===== src/rtl/hdlc_tx_pkg.sv =====
package hdlc_tx_pkg;

    localparam logic [7:0] HDLC_FLAG = 8'h7E;

    typedef enum logic [2:0] {
        ST_IDLE,
        ST_OPEN,
        ST_DATA,
        ST_NEXT,
        ST_FCS,
        ST_CLOSE,
        ST_PAD,
        ST_EXTRA
    } tx_state_e;

endpackage


===== src/rtl/hdlc_crc_step.sv =====
module hdlc_crc_step #(
    parameter int                 CRC_W    = 16,
    parameter logic [CRC_W-1:0]   CRC_POLY = 16'h8408
) (
    input  logic [CRC_W-1:0] crc_in,
    input  logic             bit_in,
    output logic [CRC_W-1:0] crc_out
);
    logic feedback;

    always_comb begin
        feedback = crc_in[0] ^ bit_in;
        crc_out  = (crc_in >> 1) ^ (feedback ? CRC_POLY : '0);
    end
endmodule


===== src/rtl/hdlc_run_limiter.sv =====
module hdlc_run_limiter #(
    parameter int STUFF_RUN = 5
) (
    input  logic clk,
    input  logic rst_n,
    input  logic clear,
    input  logic take,
    input  logic adv,
    input  logic bit_in,
    output logic due
);
    localparam int RUN_W = $clog2(STUFF_RUN + 1);

    logic [RUN_W-1:0] ones_q;

    assign due = (ones_q == RUN_W'(STUFF_RUN));

    always_ff @(posedge clk or negedge rst_n) begin
        if (!rst_n) begin
            ones_q <= '0;
        end else if (clear || take) begin
            ones_q <= '0;
        end else if (adv) begin
            ones_q <= bit_in ? ones_q + RUN_W'(1) : '0;
        end
    end

    // the run of ones never grows past the stuffing threshold
    assert_run_bound_R4: assert property (@(posedge clk) disable iff (!rst_n)
        ones_q <= RUN_W'(STUFF_RUN));

    // while a zero is owed, the controller must not send a data bit
    assert_stuff_first_R4: assert property (@(posedge clk) disable iff (!rst_n)
        due |-> !adv);
endmodule


===== src/rtl/hdlc_octet_packer.sv =====
module hdlc_octet_packer #(
    parameter int OCT_W = 8
) (
    input  logic             clk,
    input  logic             rst_n,
    input  logic             narrow,
    input  logic             push,
    input  logic             bit_in,
    input  logic             flush,
    input  logic             fill,
    input  logic             take,
    output logic             o_valid,
    output logic [OCT_W-1:0] o_data,
    output logic             room,
    output logic             partial
);
    localparam int CNT_W = $clog2(OCT_W + 1);

    logic [OCT_W-1:0]   acc_q;
    logic [CNT_W-1:0]   cnt_q;
    logic [CNT_W-1:0]   lim;
    logic [OCT_W-1:0]   nacc;
    logic [2*OCT_W-1:0] wide;
    logic [OCT_W-1:0]   padded;
    logic [OCT_W-1:0]   full_oct;

    assign room    = !o_valid || take;
    assign partial = (cnt_q != '0);

    always_comb begin
        lim      = narrow ? CNT_W'(OCT_W - 1) : CNT_W'(OCT_W);
        nacc     = {bit_in, acc_q[OCT_W-1:1]};
        full_oct = narrow ? {1'b1, nacc[OCT_W-1:1]} : nacc;
        wide     = {{OCT_W{1'b1}}, acc_q} >> (CNT_W'(OCT_W) - cnt_q);
        padded   = wide[OCT_W-1:0];
    end

    always_ff @(posedge clk or negedge rst_n) begin
        if (!rst_n) begin
            acc_q   <= '0;
            cnt_q   <= '0;
            o_data  <= '1;
            o_valid <= 1'b0;
        end else begin
            if (o_valid && take) begin
                o_valid <= 1'b0;
            end
            if (room) begin
                if (push) begin
                    acc_q <= nacc;
                    if (cnt_q + CNT_W'(1) == lim) begin
                        o_data  <= full_oct;
                        o_valid <= 1'b1;
                        cnt_q   <= '0;
                    end else begin
                        cnt_q <= cnt_q + CNT_W'(1);
                    end
                end else if (flush) begin
                    o_data  <= padded;
                    o_valid <= 1'b1;
                    cnt_q   <= '0;
                end else if (fill) begin
                    o_data  <= '1;
                    o_valid <= 1'b1;
                end
            end
        end
    end

    // an offered octet is held unchanged until the consumer takes it
    assert_hold_R9: assert property (@(posedge clk) disable iff (!rst_n)
        (o_valid && !take) |=> (o_valid && $stable(o_data)));
endmodule


===== src/rtl/hdlc_stuff_framer.sv =====
module hdlc_stuff_framer
    import hdlc_tx_pkg::*;
#(
    parameter int               OCT_W     = 8,
    parameter int               CRC_W     = 16,
    parameter logic [CRC_W-1:0] CRC_POLY  = 16'h8408,
    parameter int               STUFF_RUN = 5
) (
    input  logic             clk,
    input  logic             rst_n,
    input  logic             rate_56k,
    input  logic             in_valid,
    input  logic [OCT_W-1:0] in_data,
    input  logic             in_last,
    output logic             in_ready,
    output logic             out_valid,
    output logic [OCT_W-1:0] out_data,
    input  logic             out_ready
);
    localparam int               IDX_W    = $clog2(CRC_W);
    localparam int               BIT_W    = $clog2(OCT_W);
    localparam logic [IDX_W-1:0] OCT_END  = IDX_W'(OCT_W - 1);
    localparam logic [IDX_W-1:0] CRC_END  = IDX_W'(CRC_W - 1);
    localparam logic [CRC_W-1:0] CRC_INIT = '1;
    localparam logic [OCT_W-1:0] FLAG_OCT = OCT_W'(HDLC_FLAG);

    tx_state_e        state_q, state_d;
    logic             mode_q, mode_d;
    logic [OCT_W-1:0] byte_q, byte_d;
    logic             last_q, last_d;
    logic [IDX_W-1:0] idx_q, idx_d;
    logic [CRC_W-1:0] crc_q, crc_d;
    logic [CRC_W-1:0] fcs_q, fcs_d;

    logic             pk_push, pk_bit, pk_flush, pk_fill;
    logic             pk_valid, pk_room, pk_partial;
    logic [OCT_W-1:0] pk_data;
    logic             st_clear, st_take, st_adv, stuff_due;
    logic             cur_bit;
    logic [CRC_W-1:0] crc_nx;

    assign cur_bit = byte_q[idx_q[BIT_W-1:0]];

    hdlc_crc_step #(.CRC_W(CRC_W), .CRC_POLY(CRC_POLY)) u_crc (
        .crc_in  (crc_q),
        .bit_in  (cur_bit),
        .crc_out (crc_nx)
    );

    hdlc_run_limiter #(.STUFF_RUN(STUFF_RUN)) u_run (
        .clk    (clk),
        .rst_n  (rst_n),
        .clear  (st_clear),
        .take   (st_take),
        .adv    (st_adv),
        .bit_in (pk_bit),
        .due    (stuff_due)
    );

    hdlc_octet_packer #(.OCT_W(OCT_W)) u_pack (
        .clk     (clk),
        .rst_n   (rst_n),
        .narrow  (mode_q),
        .push    (pk_push),
        .bit_in  (pk_bit),
        .flush   (pk_flush),
        .fill    (pk_fill),
        .take    (out_ready),
        .o_valid (pk_valid),
        .o_data  (pk_data),
        .room    (pk_room),
        .partial (pk_partial)
    );

    // state register
    always_ff @(posedge clk or negedge rst_n) begin
        if (!rst_n) begin
            state_q <= ST_IDLE;
            mode_q  <= 1'b0;
            byte_q  <= '0;
            last_q  <= 1'b0;
            idx_q   <= '0;
            crc_q   <= CRC_INIT;
            fcs_q   <= '0;
        end else begin
            state_q <= state_d;
            mode_q  <= mode_d;
            byte_q  <= byte_d;
            last_q  <= last_d;
            idx_q   <= idx_d;
            crc_q   <= crc_d;
            fcs_q   <= fcs_d;
        end
    end

    // transitions and per-state actions
    always_comb begin
        state_d  = state_q;
        mode_d   = mode_q;
        byte_d   = byte_q;
        last_d   = last_q;
        idx_d    = idx_q;
        crc_d    = crc_q;
        fcs_d    = fcs_q;
        pk_push  = 1'b0;
        pk_bit   = 1'b0;
        pk_flush = 1'b0;
        pk_fill  = 1'b0;
        st_clear = 1'b0;
        st_take  = 1'b0;
        st_adv   = 1'b0;
        unique case (state_q)
            ST_IDLE: begin
                if (in_valid && !pk_valid) begin
                    byte_d   = in_data;
                    last_d   = in_last;
                    mode_d   = rate_56k;
                    crc_d    = CRC_INIT;
                    idx_d    = '0;
                    st_clear = 1'b1;
                    state_d  = ST_OPEN;
                end
            end
            ST_OPEN: begin
                if (pk_room) begin
                    pk_push = 1'b1;
                    pk_bit  = FLAG_OCT[idx_q[BIT_W-1:0]];
                    if (idx_q == OCT_END) begin
                        idx_d   = '0;
                        state_d = ST_DATA;
                    end else begin
                        idx_d = idx_q + IDX_W'(1);
                    end
                end
            end
            ST_DATA: begin
                if (pk_room) begin
                    pk_push = 1'b1;
                    if (stuff_due) begin
                        pk_bit  = 1'b0;
                        st_take = 1'b1;
                    end else begin
                        pk_bit = cur_bit;
                        st_adv = 1'b1;
                        crc_d  = crc_nx;
                        if (idx_q == OCT_END) begin
                            idx_d = '0;
                            if (last_q) begin
                                fcs_d   = ~crc_nx;
                                state_d = ST_FCS;
                            end else begin
                                state_d = ST_NEXT;
                            end
                        end else begin
                            idx_d = idx_q + IDX_W'(1);
                        end
                    end
                end
            end
            ST_NEXT: begin
                if (in_valid) begin
                    byte_d  = in_data;
                    last_d  = in_last;
                    state_d = ST_DATA;
                end
            end
            ST_FCS: begin
                if (pk_room) begin
                    pk_push = 1'b1;
                    if (stuff_due) begin
                        pk_bit  = 1'b0;
                        st_take = 1'b1;
                    end else begin
                        pk_bit = fcs_q[idx_q];
                        st_adv = 1'b1;
                        if (idx_q == CRC_END) begin
                            idx_d   = '0;
                            state_d = ST_CLOSE;
                        end else begin
                            idx_d = idx_q + IDX_W'(1);
                        end
                    end
                end
            end
            ST_CLOSE: begin
                if (pk_room) begin
                    pk_push = 1'b1;
                    if (stuff_due) begin
                        pk_bit  = 1'b0;
                        st_take = 1'b1;
                    end else begin
                        pk_bit = FLAG_OCT[idx_q[BIT_W-1:0]];
                        if (idx_q == OCT_END) begin
                            idx_d   = '0;
                            state_d = ST_PAD;
                        end else begin
                            idx_d = idx_q + IDX_W'(1);
                        end
                    end
                end
            end
            ST_PAD: begin
                if (pk_room) begin
                    if (pk_partial) begin
                        pk_flush = 1'b1;
                        state_d  = ST_EXTRA;
                    end else begin
                        state_d = ST_IDLE;
                    end
                end
            end
            ST_EXTRA: begin
                if (pk_room) begin
                    pk_fill = 1'b1;
                    state_d = ST_IDLE;
                end
            end
            default: state_d = ST_IDLE;
        endcase
    end

    // outputs
    always_comb begin
        in_ready  = ((state_q == ST_IDLE) && !pk_valid) || (state_q == ST_NEXT);
        out_valid = pk_valid || ((state_q == ST_IDLE) && !in_valid);
        out_data  = pk_valid ? pk_data : '1;
    end

    // the format is frozen once a frame is under way
    assert_mode_frozen_R8: assert property (@(posedge clk) disable iff (!rst_n)
        (state_q != ST_IDLE) |=> $stable(mode_q));

    // no further payload is taken after the closing byte
    assert_last_closes_R10: assert property (@(posedge clk) disable iff (!rst_n)
        (in_valid && in_ready && in_last) |=> !in_ready);

    // every octet of a narrow-format frame has its top bit set
    assert_narrow_msb_R6: assert property (@(posedge clk) disable iff (!rst_n)
        (mode_q && pk_valid && state_q != ST_IDLE) |-> out_data[OCT_W-1]);

    // a frame only begins with an empty output register
    assert_clean_start_R1: assert property (@(posedge clk) disable iff (!rst_n)
        (state_q == ST_IDLE && in_valid && in_ready) |-> !pk_valid);
endmodule


===== config.mk =====
export PLATFORM = sky130hd
export DESIGN_NAME = hdlc_stuff_framer
export DESIGN_NICKNAME = d
export VERILOG_FILES = /design/src/rtl/hdlc_tx_pkg.sv /design/src/rtl/hdlc_crc_step.sv /design/src/rtl/hdlc_run_limiter.sv /design/src/rtl/hdlc_octet_packer.sv /design/src/rtl/hdlc_stuff_framer.sv
export SDC_FILE = /design/constraint.sdc
export NUM_CORES = 1
export LEC_CHECK = 0
export BUFFER_PORTS_ARGS = -buffer_cell sky130_fd_sc_hd__buf_2
export CAP_MARGIN = 25
export CORE_UTILIZATION = 61
export DETAILED_ROUTE_END_ITERATION = 12
export GPL_ROUTABILITY_DRIVEN = 0
export PLACE_DENSITY_LB_ADDON = 0.3
export SYNTH_ARGS = -nofsm -noshare
export SYNTH_HDL_FRONTEND = slang
export SYNTH_SLANG_ARGS = --single-unit

===== constraint.sdc =====
create_clock -name clk -period 6.3 [get_ports clk]
set_input_delay 0.315 -clock clk [delete_from_list [all_inputs] [get_ports clk]]
set_output_delay 0.315 -clock clk [all_outputs]
set_load 0.02 [all_outputs]

==> impl_metrics.yaml, run 1 <==
synthesis:
  synthArstFlopShare_pct: 100
  synthFlopType: "dfrtp_1"
  synthSimpleGateAreaFrac_pct: 16.0
  yosys_warnings: 0
  synth_mux_area_share_pct: 12.5
  yosys.area_share.adder_pct: 2.98
  synth_fp_nets: 435
  syn_area_per_cell_um2: 10.0
  synth_cell_type_count: 61
  synth_seq_cells: 73
  yosysSeqAreaShare_pct: 45.1
  synth_compound_area_share_pct: 17.2
  synth_edf_count: 0
  netlist_area_um2: 4120
  synth_top_family_by_area: "compound AO/OA/AOI/OAI gates"
  synth_cells: 412
  yosys.area_share.xor_xnor_pct: 1.49
clocking:
  clk_pin_slew_worst_paths_ns: 0.08
  htree_levels: 3
  clock_latency_ns: 0.36
  cts_buffer_depth: 2
  cts_made_buffers: 9
  cts_hold_buffers: 0
  cts_tree: "built"
  cts_resized: 0
  post_cts_buffers: 0
  root_buffer: "clkbuf_8"
  cts_sinks: 73
route:
  post-route-drc-count: 2
  wirelength_um: 8060
  wl_per_cell_um: 16.1
  vias: 3119
  drt-pass1-iter-count: 9
  avgViaCountPerCell: 6.23
  ant_nets: 0
  drtIter0Drc: 198
setup_path:
  rrSetupSlack_ns: 3.34
  crit_path_max_fanout: 16
  startpoint: "u_pack.cnt_q[0]"
  crit_type: "register to register"
  r2r_end: "u_pack.o_data[5]"
  worstPathArrival_ns: 3.27
  endpoint: "u_pack.o_data[5]"
  critPathLaunchType: "register"
  rr_worst_depth: 7
  worst_ep_required_time_ns: 6.60
  r2r_start: "u_pack.cnt_q[0]"
  cp-end-kind: "register"
pwr:
  p_leak_nw: 1.94
  vdd_drop_max_mv: 0.242
  p_per_area_nw_per_um2: 605
worst_hold_path:
  min_path_type: "input pin to async pin"
outcome:
  violations: "design-rule violations"
  outcome: "complete, but fails checks"
sta:
  finClkSkew_ns: 0.00934
  fmax_ghz: 0.337
  max_slew_margin_pct: 40.9
  worstMarginPinSlew_ns: 0.887
  finalSetupViolCount: 0
  finalCriticalPeriod_ns: 2.96
  fin_setup_tns_ns: 0
  finalHoldViolCount: 0
  rsz0062_at_grt: "false"
  slew_violations: 0
  fin_crit_sh_pct: 47.1
final_layout:
  multiInputGateArea_um2: 2060
  fillers: 502
  final_nets: 442
  final-seq-area_um2: 1860
  layout-area-overhead-vs-synth_pct: 7.14
  n_antenna_cell: 0
  drive_above_1_share_pct: 22.2
  fin_cells: 501
die:
  die_h_um: 84.2
  num_rows: 29
  core_um2: 6420
  io_pins: 24
  dieWidth_um: 84.2
  die-area_um2: 7080
  initial_utilization_pct: 64.1
global_routing:
  grt_pass1_vias: 2897
  grtUsageTotal_pct: 25.3
  grt_pass1_wl_um: 13900
  grt_antenna_before_repair: 0
  grt-ovfl-total: 0
  grt_max_degree: 74
placed_design:
  place_inst: 484
  io_buffers: 23
  hpwl_um: 5470
run:
  cap_violations: 0
-- synthesized netlist by cell type (2+ instances only) --
cell      number  area share (%)
nand2_1       49             4.5
ha_1           9             2.7
mux4_2         7             3.8
o22a_1        16             3.4
nor3_1         5            0.61
o22ai_1        6            0.91
a211oi_1       5            0.91
nand3_1       12             1.5
a21o_1         4            0.73
or3_1          2            0.30
nor3b_1        3            0.55
mux2_2        16             4.4
dfstp_2       24              15
a32oi_1        2            0.43
dfrtp_1       49              30
o21ai_0       14             1.7
o31ai_1        2            0.36
and2_1         3            0.46
buf_2         10             1.2
clkbuf_1      14             1.3
nor2b_1        3            0.46
a31oi_1        8             1.2
xor2_1         4            0.85
nand2b_1      12             1.8
xnor2_1        3            0.64
nand4b_1       2            0.43
o21ai_1        4            0.49
and3_1         3            0.46
o32ai_1        2            0.43
nor2_1        34             3.1
mux2i_1       15             3.6
buf_1          3            0.27
inv_1         14             1.3
a21oi_1       26             3.2
-- area by class of cell --
| class | instances | share of cell area (%) |
|---|---|---|
| Clock buffer | 10 | 2.89 |
| Tap cell | 77 | 2.18 |
| Timing Repair Buffer | 25 | 3.35 |
| Clock inverter | 6 | 1.53 |
| Multi-Input combinational cell | 296 | 46.8 |
| Inverter | 14 | 1.19 |
| Sequential cell | 73 | 42.1 |
-- placed cells by master (no fill, tap or decap), drive strengths merged, types with 5 or more instances in the layout --
cell    netlist  routed
dfrtp        49      49
nor3          6       6
mux4          8       8
mux2         16      16
nor2         34      34
nand3        13      13
ha            9       9
o22ai         6       6
a31oi         8       8
buf          15      24
dfstp        24      24
a21oi        26      26
o21ai        18      18
nand2        49      49
mux2i        15      15
clkbuf       14      11
inv          14      15
a211oi        5       5
o22a         16      16
nand2b       12      12
-- cells by family after synthesis --
group	after synthesis
XOR/XNOR	7
multiplexers	39
buffers and inverters	43
AO/OA/AOI/OAI	103
flip-flops	73
AND/OR/NAND/NOR	137
adder cells (fa/ha/maj)	10
-- routing by layer --
metal	track usage [%]	vias up	part of all wire, %
met5	0	-	0
met4	8.93	0	1.6
met1	36.9	1493	47
li1	-	1510	-
met2	37.1	105	45
met3	6.19	11	6.0
-- critical path, cell delays in order (launching register included) --
cell      delay [ns]
dfrtp_1         0.73
inv_1           0.18
ha_1            0.50
or4_1           0.54
o211ai_2        0.28
nand3_2         0.31
a211oi_1        0.27
a21o_1          0.11
-- sequential cells by signal (all words and copies together), names as in the netlist --
signal and cells:
u_pack.o_valid 1, state_q 3, byte_q 8, crc_q 16, idx_q 4, u_run.ones_q 3
u_pack.cnt_q 4, mode_q 1, u_pack.acc_q 8, fcs_q 16, last_q 1, u_pack.o_data 8
-- power breakdown --
part / switching [mW] / leakage (nW) / internal, mW
Clock: 0.180 / 0.0929 / 0.184
Sequential: 0.264 / 0.885 / 0.725
Combinational: 0.729 / 0.961 / 0.590
Total: 1.17 / 1.94 / 1.50
-- worst min path at each step --
stage | cells after the start | slack (ns) | to
floorplan | 0 | 0.02 | byte_q[0]
global placement | 2 | 0.45 | u_pack.o_data[0]
detailed placement | 2 | 0.46 | u_pack.o_data[0]
CTS | 3 | 0.14 | last_q
global route | 2 | 0.17 | byte_q[6]
finish | 2 | 0.16 | byte_q[2]
-- metrics by stage --
stage	area, µm²	setup WS (ns)	utilization, %	hold WS (ns)	total power, mW
6_report	4410	3.34	68.7	0.158	2.67
3_5_place_dp	4190	3.34	65.3	0.457	2.29
4_1_cts	4390	3.33	68.3	0.142	2.67
2_1_floorplan	4120	3.96	-	0.0194	2.03
5_1_grt	4410	3.09	68.7	0.166	2.88
3_3_place_gp	4190	3.46	65.3	0.451	2.24
Power figures use the tool's default switching activity.
==> inputs of run 2 (changes only) <==
==> constraint.sdc (replaced) <==
create_clock -name clk -period 2.9 [get_ports clk]
set_input_delay 0.145 -clock clk [delete_from_list [all_inputs] [get_ports clk]]
set_output_delay 0.145 -clock clk [all_outputs]
set_load 0.02 [all_outputs]
==> run 2 against run 1 <==
The run still ends with design-rule violations left; global-route usage is 1.5 points higher; largest cell class unchanged; largest power group unchanged; fmax is 14% higher; critical path type unchanged; register-to-register slack worse by 3.0 ns; worst setup slack worse by 3.0 ns.
==> impl_metrics.yaml, run 2 (same netlist as run 1, synthesis figures left out) <==
clocking:
  post_cts_buffers: 0
  clock_latency_ns: 0.35
  root_buffer: "clkbuf_8"
  cts_sinks: 73
  htree_levels: 3
  cts_made_buffers: 9
  cts_buffer_depth: 2
  clk_pin_slew_worst_paths_ns: 0.09
  cts_tree: "built"
  cts_resized: 0
setup_path:
  critical-path-top-delay-family: "compound AO/OA/AOI/OAI gates"
  crit_path_max_fanout: 15
  cpPeakStageDelay_ns: 0.78
  critPathLaunchType: "register"
  r2r_start: "idx_q[0]"
  endpoint: "u_pack.o_data[6]"
  path_cells: "mux4_2, o2111a_1, o32ai_1, and3_4, o31ai_2"
  r2r_end: "u_pack.o_data[6]"
  path_buf_inv: 0
  cp-end-kind: "register"
  crit_slowest_cell: "dfrtp_1"
  startpoint: "idx_q[0]"
  worst_ep_required_time_ns: 3.17
  cp_num_cells: 5
  rrSetupSlack_ns: 0.29
  worstPathArrival_ns: 2.88
  rr_worst_depth: 5
  crit_type: "register to register"
sta:
  fmax_ghz: 0.383
  fin_crit_sh_pct: 90.0
  whs_ns: 0.0155
  fin_setup_tns_ns: 0
  finalHoldViolCount: 0
  rsz0062_at_grt: "false"
  slew_violations: 0
  finalSetupViolCount: 0
  max_slew_margin_pct: 55.4
  finClkSkew_ns: 0.0137
  worstMarginPinSlew_ns: 0.667
  finalCriticalPeriod_ns: 2.61
worst_hold_path:
  min_path_type: "input pin to register"
run:
  cap_violations: 0
placed_design:
  hpwl_um: 6040
  io_buffers: 23
  place_area_um2: 4260
pwr:
  vdd_drop_max_mv: 0.644
  p_per_area_nw_per_um2: 1330
  p_leak_nw: 1.99
route:
  drtIter0Drc: 379
  top_layer: "met4"
  wl_met1_um: 4130
  wl_per_cell_um: 16.9
  post-route-drc-count: 2
  wirelength_um: 8630
  wl_met2_um: 3860
  ant_nets: 0
  drt-pass1-iter-count: 9
  wl_met3_um: 480
  avgViaCountPerCell: 6.28
  vias: 3208
die:
  num_rows: 29
  die_h_um: 84.2
  dieWidth_um: 84.2
  io_pins: 24
  initial_utilization_pct: 64.1
  core_um2: 6420
  die-area_um2: 7080
outcome:
  violations: "design-rule violations"
  outcome: "complete, but fails checks"
final_layout:
  stdcell_area_um2: 4490
  drive_above_1_share_pct: 23.7
  layout-area-overhead-vs-synth_pct: 8.93
  layout_common_cells: "nand2_1, dfrtp_1, nor2_1"
  n_antenna_cell: 0
  fillers: 502
  utilization_pct: 69.9
  final_nets: 452
  largestRegisters: "crc_q (16), fcs_q (16)"
global_routing:
  grt-ovfl-total: 0
  grtUsageTotal_pct: 26.8
  grt_pass1_wl_um: 14800
  grt_pass1_vias: 3039
  grt_max_degree: 35
  grt_antenna_before_repair: 0
-- run 2: routing by layer --
metal | vias up | GRT usage [%]
li1 | 1524 | -
met4 | 0 | 10.3
met1 | 1546 | 39.2
met5 | - | 0
met2 | 118 | 40.1
met3 | 20 | 4.72
-- run 2: layout make-up --
class	instances	area, µm²	area share, %
multi-input combinational	296	2060	46.0
sequential	73	1860	41.4
timing repair buffer	35	210	4.68
clock buffer	11	163	3.63
tap	77	96.3	2.15
inverter	14	52.6	1.17
clock inverter	5	43.8	0.976
-- run 2: worst min path at each step --
stage	from	slack (ns)	cells after the start	endpoint
after floorplan	rst_n	-0.15	0	byte_q[0]
final	in_data[5]	0.02	2	byte_q[5]
after CTS	in_data[5]	0.01	2	byte_q[5]
after detailed placement	rst_n	0.15	1	byte_q[4]
after global placement	rst_n	0.15	1	byte_q[2]
after global routing	in_data[2]	0.01	2	byte_q[2]
-- run 2: report_power, final --
part | internal [mW] | switching [mW] | total [mW]
Clock | 0.397 | 0.416 | 0.813
Sequential | 1.58 | 0.524 | 2.10
Combinational | 1.34 | 1.70 | 3.04
Total | 3.31 | 2.64 | 5.95
-- run 2: metrics by stage --
| step | power (mW) | instances | setup WS (ns) |
|---|---|---|---|
| final | 5.95 | 511 | 0.290 |
| after global placement | 4.94 | 493 | 0.478 |
| after CTS | 5.93 | 511 | 0.291 |
| after global routing | 6.39 | 511 | 0.142 |
| after floorplan | 4.42 | 412 | 0.560 |
| after detailed placement | 5.10 | 493 | 0.358 |
-- run 2: timing repair --
action                                  CTS  global route
hold endpoints to repair                 15             0
endpoints found under the setup margin    0             0
hold buffers                              2             0
==> inputs of run 3 (changes only) <==
==> constraint.sdc (replaced) <==
create_clock -name clk -period 2.7 [get_ports clk]
set_input_delay 0.135 -clock clk [delete_from_list [all_inputs] [get_ports clk]]
set_output_delay 0.135 -clock clk [all_outputs]
set_load 0.02 [all_outputs]
==> run 3 against run 2 <==
The flow finishes with violations (design-rule violations, negative hold slack); clock-buffer cell count down 1; clock power up 10%; register-to-register slack worse by 0.03 ns; sequential share of layout area down 0.43 points; worst setup slack worse by 0.032 ns; routed wire length up 0.28%; global-route usage up 0.33 points; fmax up 6.9%; clock skew up 0.0039 ns; die area unchanged; hold slack worse by 0.065 ns; non-clock buffer count up 5.
==> impl_metrics.yaml, run 3 (same netlist as run 1, synthesis figures left out) <==
outcome:
  outcome: "complete, but fails checks"
  violations: "design-rule violations, negative hold slack"
global_routing:
  grt_pass1_wl_um: 14900
  grt_pass1_vias: 3083
  grt_max_degree: 74
  grt-ovfl-total: 0
  grt_antenna_before_repair: 0
  grtUsageTotal_pct: 27.1
die:
  dieWidth_um: 84.2
  die-area_um2: 7080
  die_h_um: 84.2
  io_pins: 24
  num_rows: 29
  core_um2: 6420
  initial_utilization_pct: 64.1
route:
  post-route-drc-count: 2
  wirelength_um: 8650
  drt-pass1-iter-count: 9
  avgViaCountPerCell: 6.22
  ant_nets: 0
  wl_per_cell_um: 16.8
  drtIter0Drc: 252
  vias: 3208
setup_path:
  worstPathArrival_ns: 2.72
  cp-end-kind: "register"
  critPathLaunchType: "register"
  worst_ep_required_time_ns: 2.98
  rr_worst_depth: 6
  crit_slowest_cell: "dfrtp_2"
  path_cells: "mux4_2, o2111a_1, o32ai_1, buf_4, and3_4, o31ai_2"
  crit_type: "register to register"
  cpPeakStageDelay_ns: 0.60
  crit_path_max_fanout: 15
final_layout:
  final_common_cell: "nand2_1"
  layout_common_cells: "nand2_1, dfrtp_1, nor2_1"
  layout-area-overhead-vs-synth_pct: 10.1
  drive_above_1_share_pct: 24.1
  utilization_pct: 70.6
  n_antenna_cell: 0
  fillers: 473
  stdcell_area_um2: 4540
  final_nets: 457
  final-seq-area_um2: 1860
  largestRegisters: "crc_q (16), fcs_q (16)"
  multiInputGateArea_um2: 2060
  fin_cells: 516
sta:
  worstMarginPinSlew_ns: 0.886
  whs_ns: -0.0491
  finalSetupViolCount: 0
  worst_slack_ns: 0.258
  fin_setup_tns_ns: 0
  max_slew_margin_pct: 40.9
  slew_violations: 0
  rsz0062_at_grt: "false"
  fmax_ghz: 0.409
  finClkSkew_ns: 0.0177
  fin_crit_sh_pct: 90.4
  finalHoldViolCount: 19
  finalCriticalPeriod_ns: 2.44
clocking:
  cts_buffer_depth: 2
  clk_pin_slew_worst_paths_ns: 0.09
  clock_latency_ns: 0.36
  cts_sinks: 73
  cts_made_buffers: 9
  root_buffer: "clkbuf_8"
  cts_tree: "built"
  htree_levels: 3
placed_design:
  io_buffers: 23
  place_inst: 495
  dp_slack_ns: 0.155
  place_area_um2: 4280
  hpwl_um: 5960
run:
  cap_violations: 0
pwr:
  p_leak_nw: 2.01
  p_per_area_nw_per_um2: 1430
  vdd_drop_max_mv: 0.582
  power.total_mw: 6.48
worst_hold_path:
  min_path_type: "input pin to async pin"
## run 3: changes by cell type in the layout (fill, tap and decap cells not counted), sizes merged
cell	delta
dlygate4sd3	+3
buf	+2
bufinv	+1
clkinvlp	+1
clkbuf	-1
clkinv	-1
## run 3: per-layer routing
layer	GRT usage (%)	up-vias	wire length (µm)
met5	0	-	0
met4	10.3	0	206
met3	5.51	19	480
met2	40.8	99	4010
met1	39.1	1546	3950
li1	-	1544	-
## run 3: what timing repair did
action,CTS,global route
hold buffers,5,0
endpoints found under the hold margin,5,0
endpoints found under the setup margin,0,2
gates resized for setup,0,1
setup buffers,0,0
## run 3: final timing paths
kind	from	to	slack [ns]
hold reg to reg	u_pack.o_data[4]	u_pack.o_data[4]	0.46
max in group asynchronous	rst_n	mode_q	2.13
min in group clk	in_data[4]	byte_q[4]	0.02
hold / removal	rst_n	byte_q[2]	-0.05
setup / recovery	idx_q[0]	u_pack.o_data[6]	0.26
setup reg to reg	idx_q[0]	u_pack.o_data[6]	0.26
## run 3: final cells by class
| cell class | count | share of cell area (%) |
|---|---|---|
| tap | 77 | 2.12 |
| timing repair buffer | 40 | 5.63 |
| multi-input combinational | 296 | 45.5 |
| sequential | 73 | 41.0 |
| clock inverter | 6 | 1.60 |
| clock buffer | 10 | 3.03 |
| inverter | 14 | 1.16 |
## run 3: worst max-delay path: cells and delay by family, from the launching register on
kind | cells | cell delay [ns]
simple gates | 1 | 0.17
buf+inv | 1 | 0.21
mux | 1 | 0.57
flops | 1 | 0.60
compound gates | 3 | 0.81
## run 3: power by group
group	switching (mW)	internal [mW]
Sequential	0.559	1.69
Clock	0.434	0.461
Combinational	1.84	1.49
Total	2.83	3.65
